[src/rtl/bch_apply_pkg.sv]
package bch_apply_pkg;
  typedef enum logic [2:0] {
    ST_OK        = 3'd0,
    ST_CLEAN     = 3'd1,
    ST_ERASED    = 3'd2,
    ST_BADLOC    = 3'd3,
    ST_OVERCOUNT = 3'd4
  } apply_status_e;

  typedef enum logic [1:0] {
    S_IDLE   = 2'd0,
    S_SCREEN = 2'd1,
    S_STEP   = 2'd2,
    S_WRITE  = 2'd3
  } apply_state_e;
endpackage

[src/rtl/bch_syn_reverse.sv]
module bch_syn_reverse #(
  parameter int ECC_MAX     = 26,
  parameter int NARROW_USED = 13
) (
  input  logic                 mode_wide,
  input  logic [ECC_MAX*8-1:0] syn_in,
  output logic [ECC_MAX*8-1:0] syn_out
);
  for (genvar i = 0; i < ECC_MAX; i++) begin : g_byte
    logic [7:0] narrow_b;
    if (i < NARROW_USED) begin : g_used
      assign narrow_b = syn_in[8*(NARROW_USED-1-i) +: 8];
    end else begin : g_rsvd
      assign narrow_b = 8'h00;
    end
    assign syn_out[8*i +: 8] = mode_wide ? syn_in[8*(ECC_MAX-1-i) +: 8] : narrow_b;
  end
endmodule

[src/rtl/bch_screen.sv]
module bch_screen #(
  parameter int ECC_MAX     = 26,
  parameter int NARROW_SPAN = 14
) (
  input  logic                 mode_wide,
  input  logic [ECC_MAX*8-1:0] syn_bytes,
  input  logic [ECC_MAX*8-1:0] stored_bytes,
  output logic                 all_zero,
  output logic                 all_ff
);
  logic [ECC_MAX-1:0] zero_ok;
  logic [ECC_MAX-1:0] ff_ok;

  for (genvar i = 0; i < ECC_MAX; i++) begin : g_byte
    logic in_span;
    assign in_span    = mode_wide || (i < NARROW_SPAN);
    assign zero_ok[i] = !in_span || (syn_bytes[8*i +: 8] == 8'h00);
    assign ff_ok[i]   = !in_span || (stored_bytes[8*i +: 8] == 8'hFF);
  end

  assign all_zero = &zero_ok;
  assign all_ff   = &ff_ok;
endmodule

[src/rtl/bch_loc_map.sv]
module bch_loc_map #(
  parameter int SECTOR_BYTES = 512,
  parameter int ECC_MAX      = 26,
  parameter int NARROW_USED  = 13,
  parameter int LOC_W        = 13,
  parameter int ADDR_W       = 9,
  parameter int EIDX_W       = 5
) (
  input  logic              mode_wide,
  input  logic [LOC_W-1:0]  loc,
  output logic              hit_data,
  output logic              hit_ecc,
  output logic              bad,
  output logic [ADDR_W-1:0] data_addr,
  output logic [EIDX_W-1:0] ecc_idx,
  output logic [2:0]        bit_sel
);
  localparam logic [LOC_W-1:0] BOUND_N = LOC_W'(SECTOR_BYTES + NARROW_USED);
  localparam logic [LOC_W-1:0] BOUND_W = LOC_W'(SECTOR_BYTES + ECC_MAX);
  localparam logic [LOC_W-1:0] SEC_L   = LOC_W'(SECTOR_BYTES);

  logic [LOC_W-1:0] bound;
  logic [LOC_W-1:0] byte_off;
  logic [LOC_W-1:0] pos;

  always_comb begin
    bound     = mode_wide ? BOUND_W : BOUND_N;
    byte_off  = loc >> 3;
    bad       = (byte_off >= bound);
    pos       = bound - byte_off - LOC_W'(1);
    hit_data  = !bad && (pos < SEC_L);
    hit_ecc   = !bad && !hit_data;
    data_addr = ADDR_W'(pos);
    ecc_idx   = EIDX_W'(pos - SEC_L);
    bit_sel   = loc[2:0];
  end
endmodule

[src/rtl/bch_loc_apply.sv]
module bch_loc_apply
  import bch_apply_pkg::*;
#(
  parameter int SECTOR_BYTES   = 512,
  parameter int ECC_MAX        = 26,
  parameter int NARROW_USED    = 13,
  parameter int NARROW_SPAN    = 14,
  parameter int MAX_LOC        = 16,
  parameter int NARROW_MAX_LOC = 8,
  localparam int ADDR_W = $clog2(SECTOR_BYTES),
  localparam int LOC_W  = $clog2((SECTOR_BYTES + ECC_MAX) * 8),
  localparam int CNT_W  = $clog2(MAX_LOC + 1) + 1,
  localparam int SEL_W  = $clog2(MAX_LOC),
  localparam int EIDX_W = $clog2(ECC_MAX),
  localparam int EBW    = ECC_MAX * 8
) (
  input  logic                     clk,
  input  logic                     rst_n,
  input  logic                     req_valid,
  output logic                     req_ready,
  input  logic                     req_wide,
  input  logic [CNT_W-1:0]         req_count,
  input  logic [MAX_LOC*LOC_W-1:0] req_locs,
  input  logic [EBW-1:0]           req_syn,
  input  logic [EBW-1:0]           req_stored,
  output logic [EBW-1:0]           loc_syn,
  output logic                     mem_rd,
  output logic                     mem_wr,
  output logic [ADDR_W-1:0]        mem_addr,
  output logic [7:0]               mem_wdata,
  input  logic [7:0]               mem_rdata,
  output logic                     done,
  output logic [2:0]               status,
  output logic [CNT_W-1:0]         fixed_cnt,
  output logic [EBW-1:0]           ecc_fixed
);
  apply_state_e             state_q;
  apply_status_e            status_q;
  logic                     wide_q;
  logic [CNT_W-1:0]         count_q;
  logic [CNT_W-1:0]         idx_q;
  logic [CNT_W-1:0]         fixed_q;
  logic                     bad_q;
  logic                     done_q;
  logic [MAX_LOC*LOC_W-1:0] locs_q;
  logic [EBW-1:0]           syn_q;
  logic [EBW-1:0]           ecc_q;
  logic [ADDR_W-1:0]        addr_q;
  logic [2:0]               bit_q;

  logic [LOC_W-1:0] loc_arr [MAX_LOC];
  for (genvar g = 0; g < MAX_LOC; g++) begin : g_loc
    assign loc_arr[g] = locs_q[g*LOC_W +: LOC_W];
  end

  logic [LOC_W-1:0] cur_loc;
  assign cur_loc = loc_arr[SEL_W'(idx_q)];

  logic              map_data, map_ecc, map_bad;
  logic [ADDR_W-1:0] map_addr;
  logic [EIDX_W-1:0] map_eidx;
  logic [2:0]        map_bit;
  logic              syn_zero, stored_ff;

  bch_loc_map #(
    .SECTOR_BYTES(SECTOR_BYTES), .ECC_MAX(ECC_MAX), .NARROW_USED(NARROW_USED),
    .LOC_W(LOC_W), .ADDR_W(ADDR_W), .EIDX_W(EIDX_W)
  ) u_map (
    .mode_wide(wide_q), .loc(cur_loc), .hit_data(map_data), .hit_ecc(map_ecc),
    .bad(map_bad), .data_addr(map_addr), .ecc_idx(map_eidx), .bit_sel(map_bit)
  );

  bch_screen #(.ECC_MAX(ECC_MAX), .NARROW_SPAN(NARROW_SPAN)) u_screen (
    .mode_wide(wide_q), .syn_bytes(syn_q), .stored_bytes(ecc_q),
    .all_zero(syn_zero), .all_ff(stored_ff)
  );

  bch_syn_reverse #(.ECC_MAX(ECC_MAX), .NARROW_USED(NARROW_USED)) u_rev (
    .mode_wide(wide_q), .syn_in(syn_q), .syn_out(loc_syn)
  );

  logic [CNT_W-1:0] limit;
  logic             last;
  assign limit = wide_q ? CNT_W'(MAX_LOC) : CNT_W'(NARROW_MAX_LOC);
  assign last  = (CNT_W'(idx_q + CNT_W'(1)) == count_q);

  always_ff @(posedge clk or negedge rst_n) begin
    if (!rst_n) begin
      state_q  <= S_IDLE;
      status_q <= ST_OK;
      wide_q   <= 1'b0;
      count_q  <= '0;
      idx_q    <= '0;
      fixed_q  <= '0;
      bad_q    <= 1'b0;
      done_q   <= 1'b0;
      locs_q   <= '0;
      syn_q    <= '0;
      ecc_q    <= '0;
      addr_q   <= '0;
      bit_q    <= '0;
    end else begin
      done_q <= 1'b0;
      unique case (state_q)
        S_IDLE: begin
          if (req_valid) begin
            wide_q  <= req_wide;
            count_q <= req_count;
            locs_q  <= req_locs;
            syn_q   <= req_syn;
            ecc_q   <= req_stored;
            idx_q   <= '0;
            fixed_q <= '0;
            bad_q   <= 1'b0;
            state_q <= S_SCREEN;
          end
        end
        S_SCREEN: begin
          if (syn_zero || stored_ff || (count_q > limit) || (count_q == '0)) begin
            done_q  <= 1'b1;
            state_q <= S_IDLE;
            if (syn_zero)            status_q <= ST_CLEAN;
            else if (stored_ff)      status_q <= ST_ERASED;
            else if (count_q > limit) status_q <= ST_OVERCOUNT;
            else                     status_q <= ST_OK;
          end else begin
            state_q <= S_STEP;
          end
        end
        S_STEP: begin
          if (map_data) begin
            addr_q  <= map_addr;
            bit_q   <= map_bit;
            state_q <= S_WRITE;
          end else begin
            if (map_ecc) begin
              ecc_q[{map_eidx, map_bit}] <= ~ecc_q[{map_eidx, map_bit}];
              fixed_q <= fixed_q + CNT_W'(1);
            end else begin
              bad_q <= 1'b1;
            end
            if (last) begin
              done_q   <= 1'b1;
              status_q <= (bad_q || map_bad) ? ST_BADLOC : ST_OK;
              state_q  <= S_IDLE;
            end else begin
              idx_q <= idx_q + CNT_W'(1);
            end
          end
        end
        S_WRITE: begin
          fixed_q <= fixed_q + CNT_W'(1);
          if (last) begin
            done_q   <= 1'b1;
            status_q <= bad_q ? ST_BADLOC : ST_OK;
            state_q  <= S_IDLE;
          end else begin
            idx_q   <= idx_q + CNT_W'(1);
            state_q <= S_STEP;
          end
        end
        default: state_q <= S_IDLE;
      endcase
    end
  end

  assign req_ready = (state_q == S_IDLE);
  assign mem_rd    = (state_q == S_STEP) && map_data;
  assign mem_wr    = (state_q == S_WRITE);
  assign mem_addr  = (state_q == S_WRITE) ? addr_q : map_addr;
  assign mem_wdata = mem_rdata ^ (8'h01 << bit_q);
  assign done      = done_q;
  assign status    = status_q;
  assign fixed_cnt = fixed_q;
  assign ecc_fixed = ecc_q;
endmodule

[config.mk]
export PLATFORM = sky130hd
export DESIGN_NAME = bch_loc_apply
export DESIGN_NICKNAME = d
export VERILOG_FILES = /design/src/rtl/bch_apply_pkg.sv /design/src/rtl/bch_syn_reverse.sv /design/src/rtl/bch_screen.sv /design/src/rtl/bch_loc_map.sv /design/src/rtl/bch_loc_apply.sv
export SDC_FILE = /design/constraint.sdc
export NUM_CORES = 2
export LEC_CHECK = 0
export ABC_AREA = 1
export BUFFER_PORTS_ARGS = -buffer_cell sky130_fd_sc_hd__buf_2
export CAP_MARGIN = 30
export CELL_PAD_IN_SITES_DETAIL_PLACEMENT = 1
export CELL_PAD_IN_SITES_GLOBAL_PLACEMENT = 2
export CORE_AREA = 2 2 425 427
export DETAILED_ROUTE_END_ITERATION = 10
export DIE_AREA = 0 0 427 429
export GPL_TIMING_DRIVEN = 1
export PLACE_DENSITY_LB_ADDON = 0.08
export SETUP_SLACK_MARGIN = 0.02
export SLEW_MARGIN = 20
export SYNTH_ARGS = -nofsm -noshare
export SYNTH_HDL_FRONTEND = slang
export SYNTH_SLANG_ARGS = --single-unit
[constraint.sdc]
create_clock -name clk -period 6 [get_ports clk]
set_clock_uncertainty 0.05 [all_clocks]
set_input_delay 0 -clock clk [delete_from_list [all_inputs] [get_ports clk]]
set_output_delay 0 -clock clk [all_outputs]
set_load 0.01 [all_outputs]
## After elaboration in Yosys (flattened, before gate mapping)

Cells that the tools add are included.

| word-level totals | value |
|---|---|
| flip-flop bits (word level) | 662 |
| output and inout bits | 446 |
| memories | 0 |
| ROM bits | 0 |
| bits in writable memories | 0 |
| word-level logic and storage cells | 214 |
| input bits | 642 |
| latch bits | 0 |

| cells by class | value |
|---|---|
| equality and inequality tests | 38 |
| div/mod/pow operators | 0 |
| reductions and logical operators | 76 |
| magnitude comparators | 6 |
| multiplexer cells | 72 |
| add/subtract/negate cells | 5 |
| shifts and indexed selects | 1 |
| multipliers | 0 |
| bitwise gates (word level) | 3 |

Operator list:

| operator | count |
|---|---|
| two-way mux 208 bit | 3 |
| case mux 208 bit (2 select lines) | 1 |
| bitwise mux 208 bit | 1 |
| equality test 8 bit (second input constant) | 26 |
| logical NOT 8 bit | 26 |
| two-way mux 8 bit | 26 |
| binary-select mux 13 bit (select 4 bit) | 1 |
| AND reduction 26 bit | 2 |
| case mux 6 bit (3 select lines) | 2 |
| two-way mux 6 bit | 5 |
| logical OR 1 bit | 28 |
| two-way mux 13 bit | 2 |
| two-way mux 3 bit | 7 |
| two-way mux 2 bit | 7 |
| greater-or-equal comparator 10 x 13 -> 1 bit | 1 |
| less-than comparator 13 x 10 -> 1 bit (second input constant) | 1 |
| subtractor 13 x 1 -> 13 bit (second input constant) | 1 |
| subtractor 13 x 10 -> 13 bit | 1 |
| adder 6 x 1 -> 6 bit (second input constant) | 2 |
| != test 2 bit (second input constant) | 6 |
| AND reduction 4 bit | 3 |
| two-way mux 5 bit | 2 |
| less-than comparator 8 x 9 -> 1 bit (second input constant) | 1 |
| two-way mux 9 bit | 1 |
| other kinds (29) | 45 |

## Depth between registers and ports, before layout

| logic depth | value |
|---|---|
| word-level depth | 15 |
| mapped depth | 30 |
| gate-level depth less buffers | 23 |

## Modules after synthesis

Synthesis repeated with hierarchy kept, for this count alone.

| second synthesis, totals | value |
|---|---|
| cell total of the unflattened synthesis | 5245 |
| area total of the unflattened synthesis | 39820.7 um^2 |

By module, submodules not included:

| module | cells an instance | area each (um^2) | times used | sequential area each (um^2) |
|---|---|---|---|---|
| bch_loc_apply | 4189 | 35370.2 | 1 | 16565.9 |
| bch_syn_reverse | 555 | 2199.6 | 1 | 0.0 |
| bch_screen | 369 | 1495.2 | 1 | 0.0 |
| bch_loc_map | 132 | 755.7 | 1 | 0.0 |

## Least setup slack after synthesis

No wires, ideal clock.

| path | value |
|---|---|
| kind | flip-flop to flip-flop |
| start point | register idx_q[0] |
| end point | register ecc_q[192], in the netlist ecc_fixed[192] |
| stages on the path, launching flop included | 30 |
| arrival | 4.337 ns |
| required time | 5.829 ns |
| library setup time | 0.121 ns |
| path slack | 1.492 ns |
| path buffers | 9 |
| clock period less this slack | 4.508 ns |
| cell sequence | dfrtp_1 -> buf_6 -> inv_2 -> buf_4 -> buf_2 -> buf_2 -> buf_2 -> clkbuf_1 -> nor2_1 -> o22ai_1 -> o21ai_0 -> o21ai_0 -> inv_1 -> ha_1 -> fa_1 -> nand2_1 -> inv_1 -> nor2_1 -> inv_1 -> nor2_1 -> inv_1 -> nor2_1 -> nor2_1 -> nand2_1 -> a21oi_1 -> buf_4 -> buf_4 -> buf_4 -> nand3_1 -> a21oi_1 |

| between the ends | value |
|---|---|
| word-level cells in the longest chain between the ends | 15 |
| elaborated cells between the ends (all ways) | 28 |
| classes of those cells | add/sub (3); order compare (4); eq/ne (2); mux (11); bitwise (2); reduce/logical (6) |

Ends and longest elaborated chain:

| item | RTL line | source |
|---|---|---|
| start: declaration | bch_loc_apply.sv:41 | `logic [CNT_W-1:0] idx_q;` |
| start signal: assignment | bch_loc_apply.sv:147 | `idx_q <= idx_q + CNT_W'(1);` |
| start signal: assignment | bch_loc_apply.sv:158 | `idx_q <= idx_q + CNT_W'(1);` |
| inverter 4 -> 5 bit (not written as such) (*) | bch_loc_apply.sv:57 | `assign cur_loc = loc_arr[SEL_W'(idx_q)];` |
| binary-select mux 13 bit (select 4 bit) (*) | bch_loc_apply.sv:57 |  |
| two-way mux 13 bit (not written as such) (*) (2 in a row) | bch_loc_apply.sv:57 |  |
| subtractor 13 x 10 -> 13 bit | bch_loc_map.sv:30 | `pos = bound - byte_off - LOC_W'(1);` |
| subtractor 13 x 1 -> 13 bit | bch_loc_map.sv:30 |  |
| subtractor 5 x 1 -> 5 bit | bch_loc_map.sv:34 | `ecc_idx = EIDX_W'(pos - SEC_L);` |
| less-than comparator 8 x 9 -> 1 bit (not written as such) / greater-or-equal comparator 8 x 1 -> 1 bit (equally long branches) | bch_loc_apply.sv:137 | `ecc_q[{map_eidx, map_bit}] <= ~ecc_q[{map_eidx, map_bit}];` |
| logical AND 1 bit (not written as such) | bch_loc_apply.sv:137 |  |
| two-way mux 1 bit (not written as such) | bch_loc_apply.sv:137 |  |
| demux 1 bit (select 8 bit) | bch_loc_apply.sv:137 |  |
| bitwise mux 208 bit | bch_loc_apply.sv:137 |  |
| two-way mux 208 bit | bch_loc_apply.sv:136 | `if (map_ecc) begin` |
| two-way mux 208 bit | bch_loc_apply.sv:131 | `if (map_data) begin` |
| case mux 208 bit (2 select lines) | bch_loc_apply.sv:104 | `unique case (state_q)` |
| end signal: assignment | bch_loc_apply.sv:111 | `ecc_q <= req_stored;` |
| end signal: indexed assignment | bch_loc_apply.sv:137 |  |
| end: declaration | bch_loc_apply.sv:47 | `logic [EBW-1:0] ecc_q;` |

Every way passes the cells marked *; elsewhere a longest branch is shown, timed or not. The select of a mux whose other input is x is not followed.
A chain may end at the register's enable or synchronous reset.

## Final worst setup path

| path | value |
|---|---|
| start point | register idx_q[0] |
| end point | register ecc_q[15], in the netlist ecc_fixed[15] |

Same word-level chain as after synthesis.

==> flow_summary.toml <==
[die]
die_w_um = 427
rows = 155
die_area_um2 = 183000
io_pins = 1088
start_util_pct = 23.7
die_h_um = 429
core_um2 = 178000

[critical_path]
crit_chain = "inv_2, buf_4, nand2_1, nand3_1, nand2_1, nor2_1, nand2_4, nand2_8, buf_4, inv_2, nor2_1, inv_2, o22ai_1, o21ai_0, nand2_1, nor2_1, a21oi_4, buf_12, nand3_1, a21oi_1"
start_kind = "flip-flop"
crit_required_ns = 6.59
max_stage_delay_ns = 0.57
slowest_stage = "dfrtp_4"
worstReg2RegStart = "idx_q[0]"
endpoint_kind = "flip-flop"
r2r-end = "ecc_fixed[15]"
crit_type = "flip-flop to flip-flop"
arrival_ns = 5.94
critPathMaxFanout = 122
rrSetupSlack_ns = 0.64
ff2ff_path_depth = 20

[sta]
setup-violations-final = 0
fin_crit_ns = 5.36
setup_tns_ns = 0
fin_crit_sh_pct = 89.3
timing.fmax_ghz = 0.187
slew_violations = 0
worst_pin_slew_ns = 1.08
hold_viol_final = 0
rsz0062_at_grt = "false"
slew_headroom_pct = 28.0

[placement]
dpl_cell_area_um2 = 50000
port_buffers = 1087
hpwlAfterDp_um = 180000
gp_congestion = 0.831

[final_layout]
final_common_cell = "nand2_1"
final_cell_mix = "nand2_1, buf_2, dlygate4sd3_1"
fin_nets = 8429
final_area_um2 = 63200
drive_gt1_share_pct = 24.2
area_growth_pct = 50.0

[drt]
post-route-drc-count = 0
detail_route.wl_per_cell_um = 25.0
dr.pass1.iters = 5
vias = 47700
first_iter_violations = 2339
vias_per_cell = 4.66
drt-total-wl_um = 256000
drtAntennaViolNets = 0

[yosys]
syn-num-nets = 6538
synthCells = 5879
synthTopCellsByArea = "dfrtp_1, nand2_1, mux2_2"
synthArstFlopShare_pct = 100
synth.cell_area_um2 = 42100
synth_top_flop_cell = "dfrtp_1"
synth.largest_area_cell = "dfrtp_1"
seq_area_frac_synth_pct = 39.3
synth_top_area_share_pct = 39.3
ys_warn_count = 0
synth.ff_latch_count = 662
synth_cell_type_count = 48
syn_avg_cell_area_um2 = 7.16
synth_edf_count = 0

[clocking]
clock-sinks = 662
ctsHoldBuffers = 983
root_buffer = "clkbuf_16"
clock_latency_ns = 0.75
cts_buffers = 92
clk_pin_slew_ns = 0.06
postCtsSetupBuffers = 0
ctsHtreeMaxLevel = 3
cts_buffer_depth = 3
cts_tree = "done"
post_cts_resized = 0

[outcome]
status = "completed"

[grt]
grt_pass1_vias = 51500
grt_pass1_wl_um = 366000
grt_max_degree = 178
grtUsageTotal_pct = 27.3
grt_antenna_before_repair = 52
overflow = 0

[pwr]
p_per_area_nw_per_um2 = 178
report.power.total_mw = 11.3
power_leakage_nw = 35.9
vdd_drop_max_uv = 197

[hold_path]
min_delay_path_depth = 3
min_path_type = "input pin to flip-flop"
min_from = "req_syn[155]"
holdPathEnd = "syn_q[155]"

[job]
maxCapViolations = 0
synth_stat cells (all sizes together), types with 2 or more instances:
cell type,number
nand3b,2
o221ai,5
nand4,67
xor2,10
or2,7
dfrtp,662
buf,185
o211ai,7
clkbuf,184
a41oi,2
a32o,2
nor2,797
a221oi,6
nor3,19
a21oi,279
xnor2,12
o22ai,16
o31ai,5
a211oi,3
o21ai,170
nand2,1526
inv,831
ha,16
mux2,387
nand3,599
o2111ai,5
o21a,2
nor4,68
sequential cells by signal, summed over array words and instances (netlist names):
register	cells
ecc_fixed	208
syn_q	208
status	3
addr_q	9
count_q	6
fixed_cnt	6
state_q	2
bit_q	3
wide_q	1
bad_q	1
locs_q	208
done	1
idx_q	6
critical path, delay by kind of cell (launching register included):
kind,cells,cell delay [ns]
buffers and inverters,6,1.75
AND/OR/NAND/NOR,10,1.80
AO/OA/AOI/OAI,4,0.67
flip-flops,1,0.57
logic make-up (layout without fill, tap and decap cells):
family,Yosys count,in the layout,synth area share (%)
compound gates,506,506,7.28
xor+xnor,22,22,0.458
mux,387,387,10.3
buf+inv,1200,3168,11.6
fa+ha+maj,17,17,0.523
flops,662,662,39.3
simple gates,3085,3085,30.5
other cells,0,39,0
how the worst max path moves through the flow:
stage / from / cells after the start / end
6_report: idx_q[0] / 20 / ecc_fixed[15]
4_1_cts: idx_q[0] / 19 / mem_rd
3_5_place_dp: idx_q[0] / 22 / ecc_fixed[89]
2_1_floorplan: idx_q[0] / 29 / ecc_fixed[192]
3_3_place_gp: idx_q[0] / 22 / ecc_fixed[149]
5_1_grt: idx_q[0] / 20 / ecc_fixed[15]
power breakdown:
part	switching, mW	internal, mW
Clock	2.44	3.41
Sequential	0	4.47
Combinational	0.367	0.592
stage by stage:
step	utilization, %	cells	hold WS, ns	setup slack (ns)
after detailed placement	28.1	9047	0.00170	0.709
after global routing	35.5	10200	0.0420	0.257
after floorplan	-	5879	-0.346	1.49
after CTS	35.4	10200	0.000327	0.622
final	35.5	10200	0.0589	0.643
after global placement	28.1	9044	0.0177	0.753
metal layers:
layer / track usage (%) / part of all wire [%]
met3: 4.54 / 4.4
met2: 48.4 / 50
met4: 13.3 / 5.3
met5: 0 / 0.053
met1: 31.6 / 40
cell type report:
| class | instances | area, um^2 |
|---|---|---|
| inverter | 831 | 3130 |
| multi-input combinational | 4017 | 20800 |
| tap | 2355 | 2950 |
| clock inverter | 24 | 315 |
| fill | 21900 | 115000 |
| sequential | 662 | 16600 |
| antenna | 39 | 97.6 |
| timing repair buffer | 2166 | 16400 |
| clock buffer | 147 | 2860 |
Power figures use the tool's default switching activity.
